`src/rtl/fps_pkg.sv`:
```
// Shared definitions for the fused-pair scheduler.
// Assumes long-latency ops take at least two cycles.
package fps_pkg;

    localparam int PORTS_PER_LANE = 3;

    // Broadcast port kinds within one issue lane.
    typedef enum logic [1:0] {
        BC_HEAD = 2'd0,
        BC_TAIL = 2'd1,
        BC_LONG = 2'd2
    } bc_kind_e;

    // Cycles from the issue register to the broadcast of each port kind.
    function automatic int bc_delay(input bc_kind_e kind, input int long_lat);
        case (kind)
            BC_HEAD: return 1;
            BC_TAIL: return 2;
            default: return long_lat - 1;
        endcase
    endfunction

endpackage

```
`src/rtl/fps_bcast_delay.sv`:
```
// Fixed-delay valid/tag pipeline feeding one broadcast port.
// Assumes DELAY >= 1. A flush cancels every stage at once.
module fps_bcast_delay #(
    parameter int TAG_W = 6,
    parameter int DELAY = 1
) (
    input  logic             clk,
    input  logic             rst_n,
    input  logic             flush,
    input  logic             in_vld,
    input  logic [TAG_W-1:0] in_tag,
    output logic             out_vld,
    output logic [TAG_W-1:0] out_tag
);

    logic [DELAY-1:0] vld_sr;
    logic [TAG_W-1:0] tag_sr [DELAY];

    for (genvar g = 0; g < DELAY; g++) begin : g_stage
        if (g == 0) begin : g_first
            // First stage captures the issue-register value.
            always_ff @(posedge clk) begin
                if (!rst_n || flush) vld_sr[g] <= 1'b0;
                else                 vld_sr[g] <= in_vld;
                tag_sr[g] <= in_tag;
            end
        end else begin : g_next
            // Later stages shift the previous stage along.
            always_ff @(posedge clk) begin
                if (!rst_n || flush) vld_sr[g] <= 1'b0;
                else                 vld_sr[g] <= vld_sr[g-1];
                tag_sr[g] <= tag_sr[g-1];
            end
        end
    end

    assign out_vld = vld_sr[DELAY-1];
    assign out_tag = tag_sr[DELAY-1];

endmodule

```
`src/rtl/fps_select.sv`:
```
// Oldest-first select over the queue slots, using an age matrix.
// older[j][i] = 1 means slot j was dispatched before slot i. A slot's rank
// is the number of older requesting slots, and rank r is granted lane r.
// Assumes DEPTH >= 2 and at most one allocation per cycle.
module fps_select #(
    parameter int DEPTH   = 4,
    parameter int ISSUE_W = 2
) (
    input  logic                       clk,
    input  logic                       rst_n,
    input  logic                       alloc_vld,
    input  logic [$clog2(DEPTH)-1:0]   alloc_idx,
    input  logic [DEPTH-1:0]           req,
    output logic [ISSUE_W*DEPTH-1:0]   gnt,
    output logic [DEPTH-1:0]           gnt_any
);

    localparam int RW = $clog2(DEPTH + 1);

    logic [DEPTH-1:0] older [DEPTH];
    logic [RW-1:0]    rank  [DEPTH];
    logic [ISSUE_W-1:0] lane_busy;

    // The newly allocated slot becomes younger than every other slot.
    always_ff @(posedge clk) begin
        if (!rst_n) begin
            for (int j = 0; j < DEPTH; j++) older[j] <= '0;
        end else if (alloc_vld) begin
            for (int j = 0; j < DEPTH; j++) begin
                if (j != int'(alloc_idx)) begin
                    older[j][alloc_idx] <= 1'b1;
                    older[alloc_idx][j] <= 1'b0;
                end
            end
        end
    end

    // Count the older requesters of each slot.
    always_comb begin
        for (int i = 0; i < DEPTH; i++) begin
            rank[i] = '0;
            for (int j = 0; j < DEPTH; j++) begin
                if (j != i && req[j] && older[j][i]) rank[i] = rank[i] + 1'b1;
            end
        end
    end

    // Map rank to lane and mark each granted slot.
    always_comb begin
        for (int r = 0; r < ISSUE_W; r++) begin
            for (int i = 0; i < DEPTH; i++) begin
                gnt[r*DEPTH+i] = req[i] && (int'(rank[i]) == r);
            end
            lane_busy[r] = |gnt[r*DEPTH +: DEPTH];
        end
        for (int i = 0; i < DEPTH; i++) begin
            gnt_any[i] = req[i] && (int'(rank[i]) < ISSUE_W);
        end
    end

    for (genvar r = 0; r < ISSUE_W; r++) begin : g_chk
        AST_LANE_ONEHOT: assert property (@(posedge clk) disable iff (!rst_n)
            $onehot0(gnt[r*DEPTH +: DEPTH]));
    end

    AST_OLDEST_FIRST: assert property (@(posedge clk) disable iff (!rst_n)
        (|(req & ~gnt_any)) |-> (&lane_busy));

endmodule

```
`src/rtl/fused_pair_sched.sv`:
```
// Issue queue with select and wakeup in separate pipe stages.
// Each slot holds a single op or a fused head+tail pair. Grants go to the
// oldest ready slots. Tags come back on fixed-delay broadcast ports and
// wake waiting sources in the cycle they are visible.
// Assumes: one dispatch per cycle; a fused head is a single-cycle ALU op
// and its tail is single-cycle; LONG_LAT >= 2; DEPTH >= 2.
module fused_pair_sched #(
    parameter int DEPTH    = 4,
    parameter int ISSUE_W  = 2,
    parameter int TAG_W    = 6,
    parameter int NSRC     = 3,
    parameter int LONG_LAT = 3
) (
    input  logic                          clk,
    input  logic                          rst_n,
    input  logic                          flush,
    input  logic                          disp_valid,
    output logic                          disp_ready,
    input  logic                          disp_fused,
    input  logic                          disp_long,
    input  logic [NSRC-1:0]               disp_src_vld,
    input  logic [NSRC*TAG_W-1:0]         disp_src_tag,
    input  logic [NSRC-1:0]               disp_src_rdy,
    input  logic [TAG_W-1:0]              disp_head_dst,
    input  logic [TAG_W-1:0]              disp_tail_dst,
    output logic [ISSUE_W-1:0]            iss_vld,
    output logic [ISSUE_W-1:0]            iss_fused,
    output logic [ISSUE_W*TAG_W-1:0]      iss_head_dst,
    output logic [ISSUE_W*TAG_W-1:0]      iss_tail_dst,
    output logic [3*ISSUE_W-1:0]          bc_vld,
    output logic [3*ISSUE_W*TAG_W-1:0]    bc_tag
);

    import fps_pkg::*;

    localparam int IDX_W = $clog2(DEPTH);
    localparam int NPORT = PORTS_PER_LANE * ISSUE_W;

    // Slot storage.
    logic [DEPTH-1:0] q_vld;
    logic [DEPTH-1:0] q_fused;
    logic [DEPTH-1:0] q_long;
    logic [NSRC-1:0]  q_sv [DEPTH];
    logic [NSRC-1:0]  q_sr [DEPTH];
    logic [TAG_W-1:0] q_st [DEPTH][NSRC];
    logic [TAG_W-1:0] q_hd [DEPTH];
    logic [TAG_W-1:0] q_td [DEPTH];

    logic [NSRC-1:0]  src_hit [DEPTH];
    logic [NSRC-1:0]  disp_hit;
    logic [DEPTH-1:0] slot_ready;
    logic [IDX_W-1:0] wr_idx;
    logic             disp_fire;
    logic [ISSUE_W*DEPTH-1:0] gnt;
    logic [DEPTH-1:0] gnt_any;
    logic [ISSUE_W-1:0] iss_long;

    logic [ISSUE_W-1:0] sel_vld, sel_fused, sel_long;
    logic [TAG_W-1:0]   sel_hd [ISSUE_W];
    logic [TAG_W-1:0]   sel_td [ISSUE_W];

    assign disp_ready = ~&q_vld;
    assign disp_fire  = disp_valid && disp_ready && !flush;

    // Lowest free slot receives the next dispatch.
    always_comb begin
        wr_idx = '0;
        for (int d = DEPTH - 1; d >= 0; d--) begin
            if (!q_vld[d]) wr_idx = IDX_W'(d);
        end
    end

    // Wakeup stage: compare stored and incoming source tags with every broadcast port.
    always_comb begin
        for (int d = 0; d < DEPTH; d++) begin
            for (int s = 0; s < NSRC; s++) begin
                src_hit[d][s] = 1'b0;
                for (int p = 0; p < NPORT; p++) begin
                    if (bc_vld[p] && bc_tag[p*TAG_W +: TAG_W] == q_st[d][s]) src_hit[d][s] = 1'b1;
                end
            end
        end
        for (int s = 0; s < NSRC; s++) begin
            disp_hit[s] = 1'b0;
            for (int p = 0; p < NPORT; p++) begin
                if (bc_vld[p] && bc_tag[p*TAG_W +: TAG_W] == disp_src_tag[s*TAG_W +: TAG_W])
                    disp_hit[s] = 1'b1;
            end
        end
    end

    // A slot is ready when each used source is recorded ready or is hit now.
    always_comb begin
        for (int d = 0; d < DEPTH; d++) begin
            slot_ready[d] = q_vld[d];
            for (int s = 0; s < NSRC; s++) begin
                if (q_sv[d][s] && !q_sr[d][s] && !src_hit[d][s]) slot_ready[d] = 1'b0;
            end
        end
    end

    // Slot occupancy: set on dispatch, cleared on grant or flush.
    always_ff @(posedge clk) begin
        if (!rst_n || flush) begin
            q_vld <= '0;
        end else begin
            for (int d = 0; d < DEPTH; d++) begin
                if (gnt_any[d]) q_vld[d] <= 1'b0;
                if (disp_fire && int'(wr_idx) == d) q_vld[d] <= 1'b1;
            end
        end
    end

    // Slot payload: written on dispatch; ready flags accumulate wakeups.
    always_ff @(posedge clk) begin
        for (int d = 0; d < DEPTH; d++) begin
            q_sr[d] <= q_sr[d] | src_hit[d];
            if (disp_fire && int'(wr_idx) == d) begin
                q_fused[d] <= disp_fused;
                q_long[d]  <= disp_long && !disp_fused;
                q_sv[d]    <= disp_src_vld;
                q_sr[d]    <= disp_src_rdy | disp_hit;
                q_hd[d]    <= disp_head_dst;
                q_td[d]    <= disp_tail_dst;
                for (int s = 0; s < NSRC; s++) q_st[d][s] <= disp_src_tag[s*TAG_W +: TAG_W];
            end
        end
    end

    fps_select #(
        .DEPTH   (DEPTH),
        .ISSUE_W (ISSUE_W)
    ) u_select (
        .clk       (clk),
        .rst_n     (rst_n),
        .alloc_vld (disp_fire),
        .alloc_idx (wr_idx),
        .req       (slot_ready),
        .gnt       (gnt),
        .gnt_any   (gnt_any)
    );

    // Per-lane mux from the granted slot into the issue register.
    always_comb begin
        for (int r = 0; r < ISSUE_W; r++) begin
            sel_vld[r]   = 1'b0;
            sel_fused[r] = 1'b0;
            sel_long[r]  = 1'b0;
            sel_hd[r]    = '0;
            sel_td[r]    = '0;
            for (int d = 0; d < DEPTH; d++) begin
                if (gnt[r*DEPTH+d]) begin
                    sel_vld[r]   = 1'b1;
                    sel_fused[r] = q_fused[d];
                    sel_long[r]  = q_long[d];
                    sel_hd[r]    = q_hd[d];
                    sel_td[r]    = q_td[d];
                end
            end
        end
    end

    // Issue register: the select stage's output.
    always_ff @(posedge clk) begin
        if (!rst_n || flush) begin
            iss_vld      <= '0;
            iss_fused    <= '0;
            iss_long     <= '0;
            iss_head_dst <= '0;
            iss_tail_dst <= '0;
        end else begin
            iss_vld   <= sel_vld;
            iss_fused <= sel_fused;
            iss_long  <= sel_long;
            for (int r = 0; r < ISSUE_W; r++) begin
                iss_head_dst[r*TAG_W +: TAG_W] <= sel_hd[r];
                iss_tail_dst[r*TAG_W +: TAG_W] <= sel_td[r];
            end
        end
    end

    for (genvar ln = 0; ln < ISSUE_W; ln++) begin : g_lane
        for (genvar k = 0; k < PORTS_PER_LANE; k++) begin : g_port
            localparam int DLY = bc_delay(bc_kind_e'(k), LONG_LAT);
            logic             pv;
            logic [TAG_W-1:0] pt;
            if (k == int'(BC_HEAD)) begin : g_head
                assign pv = iss_vld[ln] && (iss_fused[ln] || !iss_long[ln]);
                assign pt = iss_head_dst[ln*TAG_W +: TAG_W];
            end else if (k == int'(BC_TAIL)) begin : g_tail
                assign pv = iss_vld[ln] && iss_fused[ln];
                assign pt = iss_tail_dst[ln*TAG_W +: TAG_W];
            end else begin : g_long
                assign pv = iss_vld[ln] && iss_long[ln] && !iss_fused[ln];
                assign pt = iss_head_dst[ln*TAG_W +: TAG_W];
            end
            fps_bcast_delay #(
                .TAG_W (TAG_W),
                .DELAY (DLY)
            ) u_delay (
                .clk     (clk),
                .rst_n   (rst_n),
                .flush   (flush),
                .in_vld  (pv),
                .in_tag  (pt),
                .out_vld (bc_vld[ln*PORTS_PER_LANE+k]),
                .out_tag (bc_tag[(ln*PORTS_PER_LANE+k)*TAG_W +: TAG_W])
            );
        end

        AST_HEAD_BCAST: assert property (@(posedge clk) disable iff (!rst_n)
            (iss_vld[ln] && (iss_fused[ln] || !iss_long[ln]) && !flush) |=>
            (bc_vld[ln*3] && bc_tag[ln*3*TAG_W +: TAG_W] == $past(iss_head_dst[ln*TAG_W +: TAG_W])));
        AST_TAIL_AFTER_HEAD: assert property (@(posedge clk) disable iff (!rst_n)
            bc_vld[ln*3+1] |-> $past(bc_vld[ln*3]));
    end

    AST_FLUSH_QUIET: assert property (@(posedge clk) disable iff (!rst_n)
        flush |=> (iss_vld == '0 && bc_vld == '0 && disp_ready));
    AST_NO_OVERWRITE: assert property (@(posedge clk) disable iff (!rst_n)
        disp_fire |-> !q_vld[wr_idx]);

endmodule

```
`config.mk`:
```
export PLATFORM = sky130hd
export DESIGN_NAME = fused_pair_sched
export DESIGN_NICKNAME = d
export VERILOG_FILES = /design/src/rtl/fps_pkg.sv /design/src/rtl/fps_bcast_delay.sv /design/src/rtl/fps_select.sv /design/src/rtl/fused_pair_sched.sv
export SDC_FILE = /design/constraint.sdc
export NUM_CORES = 1
export LEC_CHECK = 0
export BUFFER_PORTS_ARGS = -buffer_cell sky130_fd_sc_hd__buf_2
export CORE_MARGIN = 1.5
export CORE_UTILIZATION = 52
export DETAILED_ROUTE_END_ITERATION = 8
export PLACE_DENSITY = 0.76
export SLEW_MARGIN = 20
export SYNTH_ARGS = -nofsm -noshare
export SYNTH_HDL_FRONTEND = slang
export SYNTH_SLANG_ARGS = --single-unit
```
`constraint.sdc`:
```
create_clock -name clk -period 10 [get_ports clk]
set_input_delay 2.5 -clock clk [delete_from_list [all_inputs] [get_ports clk]]
set_output_delay 2.5 -clock clk [all_outputs]
set_load 0.01 [all_outputs]
```
==> flow_summary_export.csv, run 1 <==
group,metric,value,unit
status,status,"finished, final reports clean",
synthesis,synthArstFlopShare,0,%
clock_network,post_cts_buffers,0,
min_path,worstHoldStart,"g_lane[0].g_port[1].u_delay.tag_sr[0][1]",
floorplan,die_w,178,um
synthesis,synth_ff_type,"edfxtp_1",
floorplan,die_height,178,um
power_and_ir_drop,p_leak,6.06,nW
setup_path,crit_arrival,6.19,ns
timing,period_share,57.2,%
clock_network,htree_levels,1,
route,initialDrtViolationCount,1488,
synthesis,synth_edf_count,140,
global_route,grt_pass1_wl,75500,um
timing,finalSetupTns,0,ns
global_route,use_met1,42.0,%
global_route,antenna_found_initial,0,
power_and_ir_drop,p_comb_share,4.8,%
global_route,grt_usage,32.3,%
setup_path,cp_slowest_cell,"dfxtp_1",
clock_network,cts_root_buf,"clkbuf_16",
setup_path,cp-end-kind,"flop",
global_route,top_usage_layer,"met2",
cells_and_area,area_growth,7.19,%
power_and_ir_drop,p_sw_share,22.8,%
power_and_ir_drop,powerDensity,135,nW/um^2
power_and_ir_drop,irDropWorstVdd,0.163,mV
synthesis,ys_top_cells_by_count,"xnor2_1, xor2_1, edfxtp_1",
power_and_ir_drop,netSwitchingPower,0.000523,W
min_path,hp-class,"reg2reg",
timing,grt_setup_unrepaired,"false",
setup_path,worstPathCellList,"xnor2_1 -> nand4_1 -> o22ai_1 -> nor4_1 -> a21boi_0 -> and2_1 -> nand2_1 -> fa_1 -> nand2_1 -> nor3_2 -> and3_1 -> and2b_1 -> a311oi_1",
setup_path,cpMostUsedCell,"nand2_1",
cells_and_area,drive_above_1_share,13.8,%
setup_path,worstPathRequired,10.47,ns
clock_network,cts_tree,"built",
route,routedWlPerCell,26.3,um
setup_path,startpoint,"g_lane[1].g_port[2].u_delay.tag_sr[0][10]",
synthesis,ys_ff_latch,256,
floorplan,core,29800,um^2
synthesis,syn_avg_cell_area,10.2,um^2
cells_and_area,fillers,2478,
clock_network,clk_latency,0.57,ns
clock_network,cts_resized,0,
synthesis,synth_most_common_cell,"xnor2_1",
cells_and_area,fin_nets,1564,
synthesis,synthCells,1549,
power_and_ir_drop,p_seq_share,49.7,%
timing,fin_skew,0.0154,ns
route,routed_via_density,6.37,
power_and_ir_drop,pwr-share-clk,45.5,%
synthesis,ys_seq_area_share,41.2,%
route,via_count,12252,
floorplan,placementRows,63,
setup_path,cp_num_buf_inv,0,
timing,final_hold_viol_count,0,
floorplan,start_util,53.2,%
global_route,grt.met2_usage,50.2,%
clock_network,clk_pin_slew,0.06,ns
power_and_ir_drop,power.internal,0.00177,W
timing,drv_slew,0,
timing,slew_headroom,26.5,%
place,place_congestion,0.935,
timing,tightestPinTransition,1.10,ns
floorplan,io-pin-count,113,
place,place_hpwl,33300,um
setup_path,slowest_delay,1.04,ns
setup_path,startpoint_type,"flop",
setup_path,cp_max_fo,16,
global_route,grt_pass1_vias,12121,
timing,post-route-min-period,5.72,ns
setup_path,critPathTopFamily,"simple AND/OR/NAND/NOR gates",
place,io_buffer_count,112,
setup_path,regToRegStartpoint,"g_lane[1].g_port[2].u_delay.tag_sr[0][10]",
synthesis,synth_area_leader_cell,"edfxtp_1",
synthesis,synth_nets,1603,
route,drtPass1Iterations,5,
route,routed_wl,50600,um
global_route,grtUsageMet3,7.07,%
route,ant_nets,0,
setup_path,critPathKind,"reg2reg",
timing,max_freq,0.175,GHz
floorplan,die_area,31500,um^2
synthesis,netlist_area,15800,um^2
synthesis,synth.distinct_cells,62,
clock_network,clkSinkCount,256,
global_route,grt-ovfl-total,0,
synthesis,synth.top_cell.area_share,26.5,%
synthesis,yosysWarnings,0,
run,maxCapViolCount,0,
global_route,grt_start_max_net_pins,38,
clock_network,cts_hold_buffers,0,
clock_network,numCtsBuffers,27,
route,drc,0,
synthesis,yosys-top-cells-area,"edfxtp_1, xnor2_1, dfxtp_1, xor2_1, nand4_1",
clock_network,clk_path_buf_depth,3,
timing,finalSetupViolCount,0,
cells_and_area,final_core_util,57.0,%
layout make-up:
class,instances,area [um^2],share of cell area (%)
multi-input combinational,1052,8120,47.8
sequential,256,6530,38.4
timing repair buffer,148,831,4.89
clock buffer,36,782,4.60
tap,390,488,2.87
clock inverter,14,149,0.876
inverter,25,93.8,0.552
antenna,1,2.50,0.0147
power by group through the flow:
stage | sequential [W] | combinational (W) | clock [W]
finish | 0.00114 | 0.000110 | 0.00104
global route | 0.00114 | 0.000119 | 0.00109
CTS | 0.00114 | 0.000108 | 0.00106
detailed placement | 0.00116 | 0.000108 | 0
global placement | 0.00116 | 0.000105 | 0
floorplan | 0.00115 | 0.0000799 | 0
metal layers:
metal  wire length, um  part of all wire, %
met1             19000                   38
met2             22500                   45
met3              6070                   12
met4              2950                  5.8
met5                 0                    0
through the flow:
stage	worst slack, ns	power (W)	instances	hold slack (ns)	cell area (um^2)
after floorplan	5.03	0.00123	1549	0.310	15800
after global placement	4.75	0.00127	1871	0.310	16100
after detailed placement	4.53	0.00127	1871	0.312	16100
after CTS	4.50	0.00231	1921	0.326	17000
after global routing	3.94	0.00235	1921	0.333	17000
final	4.28	0.00230	1922	0.326	17000
kinds of logic after synthesis:
kind of cell	after synthesis	synth area share (%)
muxes	15	0.971
xor gates and xnor gates	540	29.8
adders and majority gates	12	1.14
AOI/OAI and AO/OA	111	5.24
buffers and inverters	241	7.66
DFF	256	41.2
and+or+nand+nor	374	14.0
state kept, by name (all words and copies together) (netlist names), 24 cells and up:
signal                        flops
g_lane.g_port.u_delay.tag_sr     48
q_st                             72
q_td                             24
q_hd                             24
path summary, 6_finish.rpt:
path                                                                  to  cells after the start  slack, ns
worst max-delay path                                     iss_tail_dst[1]                     13       4.28
worst min-delay path            g_lane[0].g_port[1].u_delay.tag_sr[0][7]                      0       0.33
worst max register to register                           iss_tail_dst[1]                     13       4.28
worst min register to register  g_lane[0].g_port[1].u_delay.tag_sr[0][7]                      0       0.33
worst register-to-register path, stage by stage (launching register included):
cell and delay [ns]:
dfxtp_1 1.04, xnor2_1 0.16, nand4_1 0.16, o22ai_1 0.09, nor4_1 0.87, a21boi_0 0.34
and2_1 0.33, nand2_1 0.13, fa_1 0.23, nand2_1 0.08, nor3_2 0.70, and3_1 0.65
and2b_1 0.51, a311oi_1 0.34
cells in the final DEF (no fill, tap or decap), types with 5 or more instances in the layout:
master and count:
nand2_1 46, a41oi_1 7, ha_1 8, xnor2_1 332, o21ai_0 9, o31ai_1 14
nor3_1 11, nor2b_1 5, nor2_1 45, inv_1 24, a311oi_1 21, dfxtp_1 116
nor4_1 67, and2_1 6, nor4b_1 13, nand4b_1 17, mux2i_1 12, buf_2 112
buf_4 36, clkinv_2 6, xor2_1 208, o22ai_1 25, a21oi_1 14, or4_1 6
edfxtp_1 140, clkbuf_16 29, nand3_1 42, nand4_1 91, a41o_1 5
No activity file was read; power rests on OpenSTA's default activity.
==> run 2: changes to the inputs <==
--- a/config.mk
+++ b/config.mk
@@ -9,7 +9,7 @@
 export CORE_MARGIN = 1.5
 export CORE_UTILIZATION = 52
 export DETAILED_ROUTE_END_ITERATION = 8
-export PLACE_DENSITY = 0.76
+export PLACE_DENSITY = 0.79
 export SLEW_MARGIN = 20
 export SYNTH_ARGS = -nofsm -noshare
 export SYNTH_HDL_FRONTEND = slang
==> constraint.sdc (replaced) <==
create_clock -name clk -period 5.1 [get_ports clk]
set_input_delay 1.275 -clock clk [delete_from_list [all_inputs] [get_ports clk]]
set_output_delay 1.275 -clock clk [all_outputs]
set_load 0.01 [all_outputs]
==> run 2 against run 1 <==
Final cell count is 3.1% higher. First-iteration DRC count is 6.0% higher. Sequential power is 96% higher. Count of clock-buffer cells in the layout stayed put. Cell area is 3.7% higher. Largest power group unchanged.
==> flow_summary_export.csv, run 2 (same netlist as run 1, synthesis figures left out) <==
group,metric,value,unit
route,drc,0,
cells_and_area,regMostFlops,"q_st",
place,io_buffer_count,112,
power_and_ir_drop,netSwitchingPower,0.00106,W
power_and_ir_drop,irDropWorstVdd,0.328,mV
power_and_ir_drop,p_sw_share,23.7,%
floorplan,die_height,178,um
place,place_hpwl,36500,um
timing,post-route-min-period,4.89,ns
setup_path,startpoint_type,"flop",
cells_and_area,layout_commonest_cell,"xnor2_1",
power_and_ir_drop,p_seq_share,50.1,%
timing,slew_headroom,30.6,%
clock_network,clk_pin_slew,0.06,ns
cells_and_area,top_regs,"q_st (72), g_lane.g_port.u_delay.tag_sr (48)",
power_and_ir_drop,power.internal,0.00341,W
timing,period_share,96.0,%
setup_path,worstPathCellList,"buf_12 -> xor2_1 -> nor2_1 -> a41o_1 -> nor4_1 -> a22oi_1 -> and2_1 -> buf_4 -> nand2_1 -> ha_1 -> o41ai_2 -> nand4_1 -> nand3_1 -> a311oi_1",
setup_path,cp_slowest_cell,"nand4_1",
cells_and_area,largest_register_ffs,72,
setup_path,worstPathRequired,5.51,ns
power_and_ir_drop,p_total,0.00447,W
global_route,grt_usage,34.7,%
clock_network,htree_levels,1,
cells_and_area,finalNonFillerCells,1981,
status,status,"finished, final reports clean",
global_route,grt_start_max_net_pins,28,
clock_network,numCtsBuffers,27,
floorplan,placementRows,63,
power_and_ir_drop,pwr-share-clk,44.8,%
route,routedWlPerCell,27.3,um
route,drtPass1Iterations,5,
setup_path,cp-end-kind,"flop",
setup_path,slowest_delay,0.77,ns
setup_path,critPathKind,"reg2reg",
floorplan,io-pin-count,113,
setup_path,cp_max_fo,14,
timing,fin_skew,0.0154,ns
power_and_ir_drop,powerDensity,254,nW/um^2
route,via_count,12722,
floorplan,core,29800,um^2
cells_and_area,drive_above_1_share,17.0,%
setup_path,rr_worst_depth,14,
cells_and_area,fin_nets,1624,
cells_and_area,area_growth,11.2,%
timing,finalSetupViolCount,0,
clock_network,post_cts_buffers,0,
timing,holdWs,0.319,ns
power_and_ir_drop,p_comb_share,5.1,%
floorplan,die_area,31500,um^2
route,ant_nets,0,
clock_network,cts_root_buf,"clkbuf_16",
timing,max_freq,0.204,GHz
timing,tightestPinTransition,1.04,ns
setup_path,crit_arrival,5.30,ns
global_route,grt-ovfl-total,0,
clock_network,cts_tree,"built",
global_route,grt_pass1_vias,12837,
min_path,whs_path_depth,0,
clock_network,clk_path_buf_depth,3,
clock_network,clkSinkCount,256,
timing,grt_setup_unrepaired,"false",
floorplan,die_w,178,um
timing,final_hold_viol_count,0,
route,routed_wl,54100,um
route,routed_via_density,6.42,
cells_and_area,final_cell_mix,"xnor2_1, xor2_1, edfxtp_1",
place,place_congestion,1.01,
floorplan,start_util,53.2,%
global_route,antenna_found_initial,0,
place,dp_cells,1931,
clock_network,clk_latency,0.58,ns
timing,finalSetupTns,0,ns
min_path,hp-class,"reg2reg",
place,place_ws,0.322,ns
global_route,grt_pass1_wl,80800,um
power_and_ir_drop,p_leak,6.40,nW
timing,drv_slew,0,
run,maxCapViolCount,0,
cells_and_area,antenna_cells,0,
route,initialDrtViolationCount,1577,
timing,fin_ws,0.206,ns
## run 2: changes by cell type in the layout (fill, tap and decap cells not counted), sizes merged
cell / previous run / this run
bufinv: 2 / 1
inv: 25 / 29
diode: 1 / 0
clkinvlp: 4 / 1
buf: 148 / 208
## run 2: through the flow
step | util [%] | cell area [um^2]
after floorplan | - | 15800
after global placement | 56.1 | 16700
after detailed placement | 56.1 | 16700
after CTS | 59.1 | 17600
after global routing | 59.1 | 17600
final | 59.1 | 17600
## run 2: routing by layer
metal,vias up,routed length [um],track usage [%],share of wire (%)
li1,5370,-,-,-
met1,6141,19700,44.5,36
met2,1006,23800,54.0,44
met3,205,7740,9.49,14
met4,0,2850,16.7,5.3
met5,-,0,0,0
## run 2: final timing paths
check / to / from / slack [ns]
worst min register to register: g_lane[1].g_port[1].u_delay.tag_sr[0][7] / g_lane[1].g_port[1].u_delay.tag_sr[0][1] / 0.32
worst max-delay path: iss_head_dst[1] / g_lane[0].g_port[1].u_delay.tag_sr[0][10] / 0.21
worst min-delay path: g_lane[1].g_port[1].u_delay.tag_sr[0][7] / g_lane[1].g_port[1].u_delay.tag_sr[0][1] / 0.32
worst max register to register: iss_head_dst[1] / g_lane[0].g_port[1].u_delay.tag_sr[0][10] / 0.21
## run 2: power by group through the flow
stage	clock (W)	combinational, W	sequential, W
finish	0.00200	0.000229	0.00224
global route	0.00210	0.000243	0.00224
CTS	0.00201	0.000221	0.00224
detailed placement	0	0.000219	0.00228
global placement	0	0.000213	0.00228
floorplan	0	0.000157	0.00226
## run 2: critical path: cells and delay by family, from the launching register on
kind / cells / cell delay [ns]
flops: 1 / 0.65
buf+inv: 2 / 0.40
compound gates: 4 / 1.19
fa+ha+maj: 1 / 0.26
simple gates: 6 / 2.05
xor+xnor: 1 / 0.15
## run 2: cell type report
cell class                      count  area [um^2]
Inverter                           25         93.8
Fill cell                        2475        12200
Clock inverter                     14          135
Clock buffer                       36          761
Sequential cell                   256         6530
Tap cell                          390          488
Timing Repair Buffer              208         1490
Multi-Input combinational cell   1052         8130
## run 2: what timing repair did
action                                  in CTS  in global routing
resized for setup                            0                  1
hold buffers                                 0                  0
endpoints found under the setup margin       0                 14
==> run 3: changes to the inputs <==
--- a/config.mk
+++ b/config.mk
@@ -9,7 +9,7 @@
 export CORE_MARGIN = 1.5
 export CORE_UTILIZATION = 52
 export DETAILED_ROUTE_END_ITERATION = 8
-export PLACE_DENSITY = 0.79
+export PLACE_DENSITY = 0.72
 export SLEW_MARGIN = 20
 export SYNTH_ARGS = -nofsm -noshare
 export SYNTH_HDL_FRONTEND = slang
==> run 3 against run 2 <==
Via count is 1.8% lower. Final cell count increased by 0.50%. Register-to-register slack improved by 0.21 ns. Routed wire length hardly changed. Flip-flop and latch count did not move. Worst hold slack better by 0.0058 ns. Critical path type unchanged. Critical endpoint is now iss_head_dst[3]. Highest routed layer unchanged.
==> flow_summary_export.csv, run 3 (same netlist as run 1, synthesis figures left out) <==
group,metric,value,unit
status,status,"finished, final reports clean",
timing,final_hold_viol_count,0,
cells_and_area,fillers,2495,
floorplan,die_height,178,um
clock_network,cts_hold_buffers,0,
place,place_congestion,0.967,
power_and_ir_drop,power.internal,0.00354,W
route,routedWlPerCell,27.2,um
setup_path,startpoint_type,"flop",
clock_network,numCtsBuffers,28,
floorplan,io-pin-count,113,
clock_network,cts_tree,"built",
setup_path,worstPathRequired,5.55,ns
setup_path,critPathKind,"reg2reg",
cells_and_area,drive_above_1_share,17.2,%
timing,grt_setup_unrepaired,"false",
clock_network,htree_levels,1,
min_path,worstHoldStart,"g_lane[0].g_port[1].u_delay.tag_sr[0][2]",
power_and_ir_drop,p_total,0.00458,W
power_and_ir_drop,irDropWorstVdd,0.298,mV
cells_and_area,regArea,6530,um^2
setup_path,cp_max_fo,14,
timing,max_freq,0.213,GHz
power_and_ir_drop,p_seq_share,49.0,%
cells_and_area,regMostFlops,"q_st",
power_and_ir_drop,powerDensity,261,nW/um^2
cells_and_area,multi_input_area,8120,um^2
power_and_ir_drop,netSwitchingPower,0.00104,W
cells_and_area,final_cell_mix,"xnor2_1, xor2_1, edfxtp_1",
setup_path,cp-end-kind,"flop",
floorplan,placementRows,63,
floorplan,die_area,31500,um^2
global_route,grt_pass1_wl,79800,um
setup_path,crit_arrival,5.13,ns
route,routed_via_density,6.28,
setup_path,worstPathCellList,"xnor2_1 -> nand3_1 -> o22ai_1 -> nor4_1 -> a22oi_1 -> and2_1 -> nand2_1 -> ha_1 -> o41ai_2 -> nand4_1 -> nand3_1 -> a311oi_1",
place,place_hpwl,37600,um
global_route,grt_pass1_vias,12344,
route,drtPass1Iterations,5,
route,ant_nets,0,
min_path,hp-class,"reg2reg",
clock_network,clk_pin_slew,0.06,ns
cells_and_area,fin_nets,1632,
cells_and_area,largest_register_ffs,72,
timing,finalSetupViolCount,0,
floorplan,start_util,53.2,%
timing,slew_headroom,35.2,%
timing,holdWs,0.325,ns
cells_and_area,top_regs,"q_st (72), g_lane.g_port.u_delay.tag_sr (48)",
timing,post-route-min-period,4.69,ns
route,initialDrtViolationCount,1479,
global_route,grt_usage,34.6,%
clock_network,post_cts_buffers,0,
route,routed_wl,54100,um
timing,tightestPinTransition,0.966,ns
power_and_ir_drop,pwr-share-clk,46.1,%
setup_path,slowest_delay,0.85,ns
timing,finalSetupTns,0,ns
timing,drv_slew,0,
route,drc,0,
cells_and_area,layout_commonest_cell,"xnor2_1",
clock_network,clk_latency,0.58,ns
setup_path,startpoint,"g_lane[0].g_port[2].u_delay.tag_sr[0][3]",
global_route,grt-ovfl-total,0,
clock_network,cts_root_buf,"clkbuf_16",
global_route,antenna_found_initial,1,
global_route,grt_start_max_net_pins,34,
setup_path,cpMostUsedCell,"nand3_1",
power_and_ir_drop,p_comb_share,4.9,%
timing,fin_skew,0.0320,ns
setup_path,cp_slowest_cell,"dfxtp_1",
setup_path,regToRegStartpoint,"g_lane[0].g_port[2].u_delay.tag_sr[0][3]",
clock_network,cts_resized,0,
run,maxCapViolCount,0,
power_and_ir_drop,p_leak,6.43,nW
timing,period_share,91.9,%
power_and_ir_drop,p_sw_share,22.7,%
cells_and_area,area_growth,10.7,%
place,io_buffer_count,112,
clock_network,clk_path_buf_depth,3,
route,via_count,12495,
floorplan,die_w,178,um
clock_network,clkSinkCount,256,
floorplan,core,29800,um^2
## run 3: cell types whose count changed in the layout (fill, tap and decap cells not counted), sizes merged
cell      before  now
buf          208  215
inv           29   24
clkbuf        36   40
bufinv         1    3
clkinvlp       1    2
diode          0    1
## run 3: metal layers
| layer | share of wire, % | GRT usage [%] |
|---|---|---|
| met1 | 38 | 43.9 |
| met4 | 5.8 | 18.2 |
| met2 | 45 | 54.9 |
| met3 | 12 | 7.84 |
| met5 | 0 | 0 |
## run 3: critical path: cells and delay by family, from the launching register on
kind | cells | cell delay (ns)
AOI/OAI and AO/OA | 4 | 1.00
xor gates and xnor gates | 1 | 0.15
adders and majority gates | 1 | 0.26
DFF | 1 | 0.85
and+or+nand+nor | 6 | 2.28
## run 3: final cells by class
class / count / area share, %
multi-input cells: 1052 / 46.3
flip-flops and latches: 256 / 37.2
repair buffers: 215 / 7.68
clock buffers: 40 / 4.54
well taps: 390 / 2.78
clock inverters: 12 / 0.956
inverters: 25 / 0.535
diodes: 1 / 0.0143
## run 3: power groups by stage
stage | combinational [W] | clock [W] | sequential, W
3_3_place_gp | 0.000215 | 0 | 0.00228
6_report | 0.000224 | 0.00211 | 0.00224
3_5_place_dp | 0.000220 | 0 | 0.00228
5_1_grt | 0.000240 | 0.00220 | 0.00224
2_1_floorplan | 0.000157 | 0 | 0.00226
4_1_cts | 0.000222 | 0.00212 | 0.00224
## run 3: path summary, 6_finish.rpt
check	slack (ns)	end	cells past startpoint
min	0.32	g_lane[0].g_port[1].u_delay.tag_sr[0][8]	0
min reg2reg	0.32	g_lane[0].g_port[1].u_delay.tag_sr[0][8]	0
max reg2reg	0.41	iss_head_dst[3]	12
max	0.41	iss_head_dst[3]	12
## run 3: stage by stage
| step | worst slack (ns) | instance area, um^2 | instances | utilization (%) |
|---|---|---|---|---|
| CTS | 0.478 | 17500 | 1990 | 58.9 |
| global route | 0.111 | 17500 | 1990 | 58.9 |
| floorplan | 1.25 | 15800 | 1549 | - |
| detailed placement | 0.519 | 16600 | 1938 | 55.6 |
| global placement | 0.659 | 16600 | 1938 | 55.6 |
| finish | 0.415 | 17500 | 1991 | 58.9 |
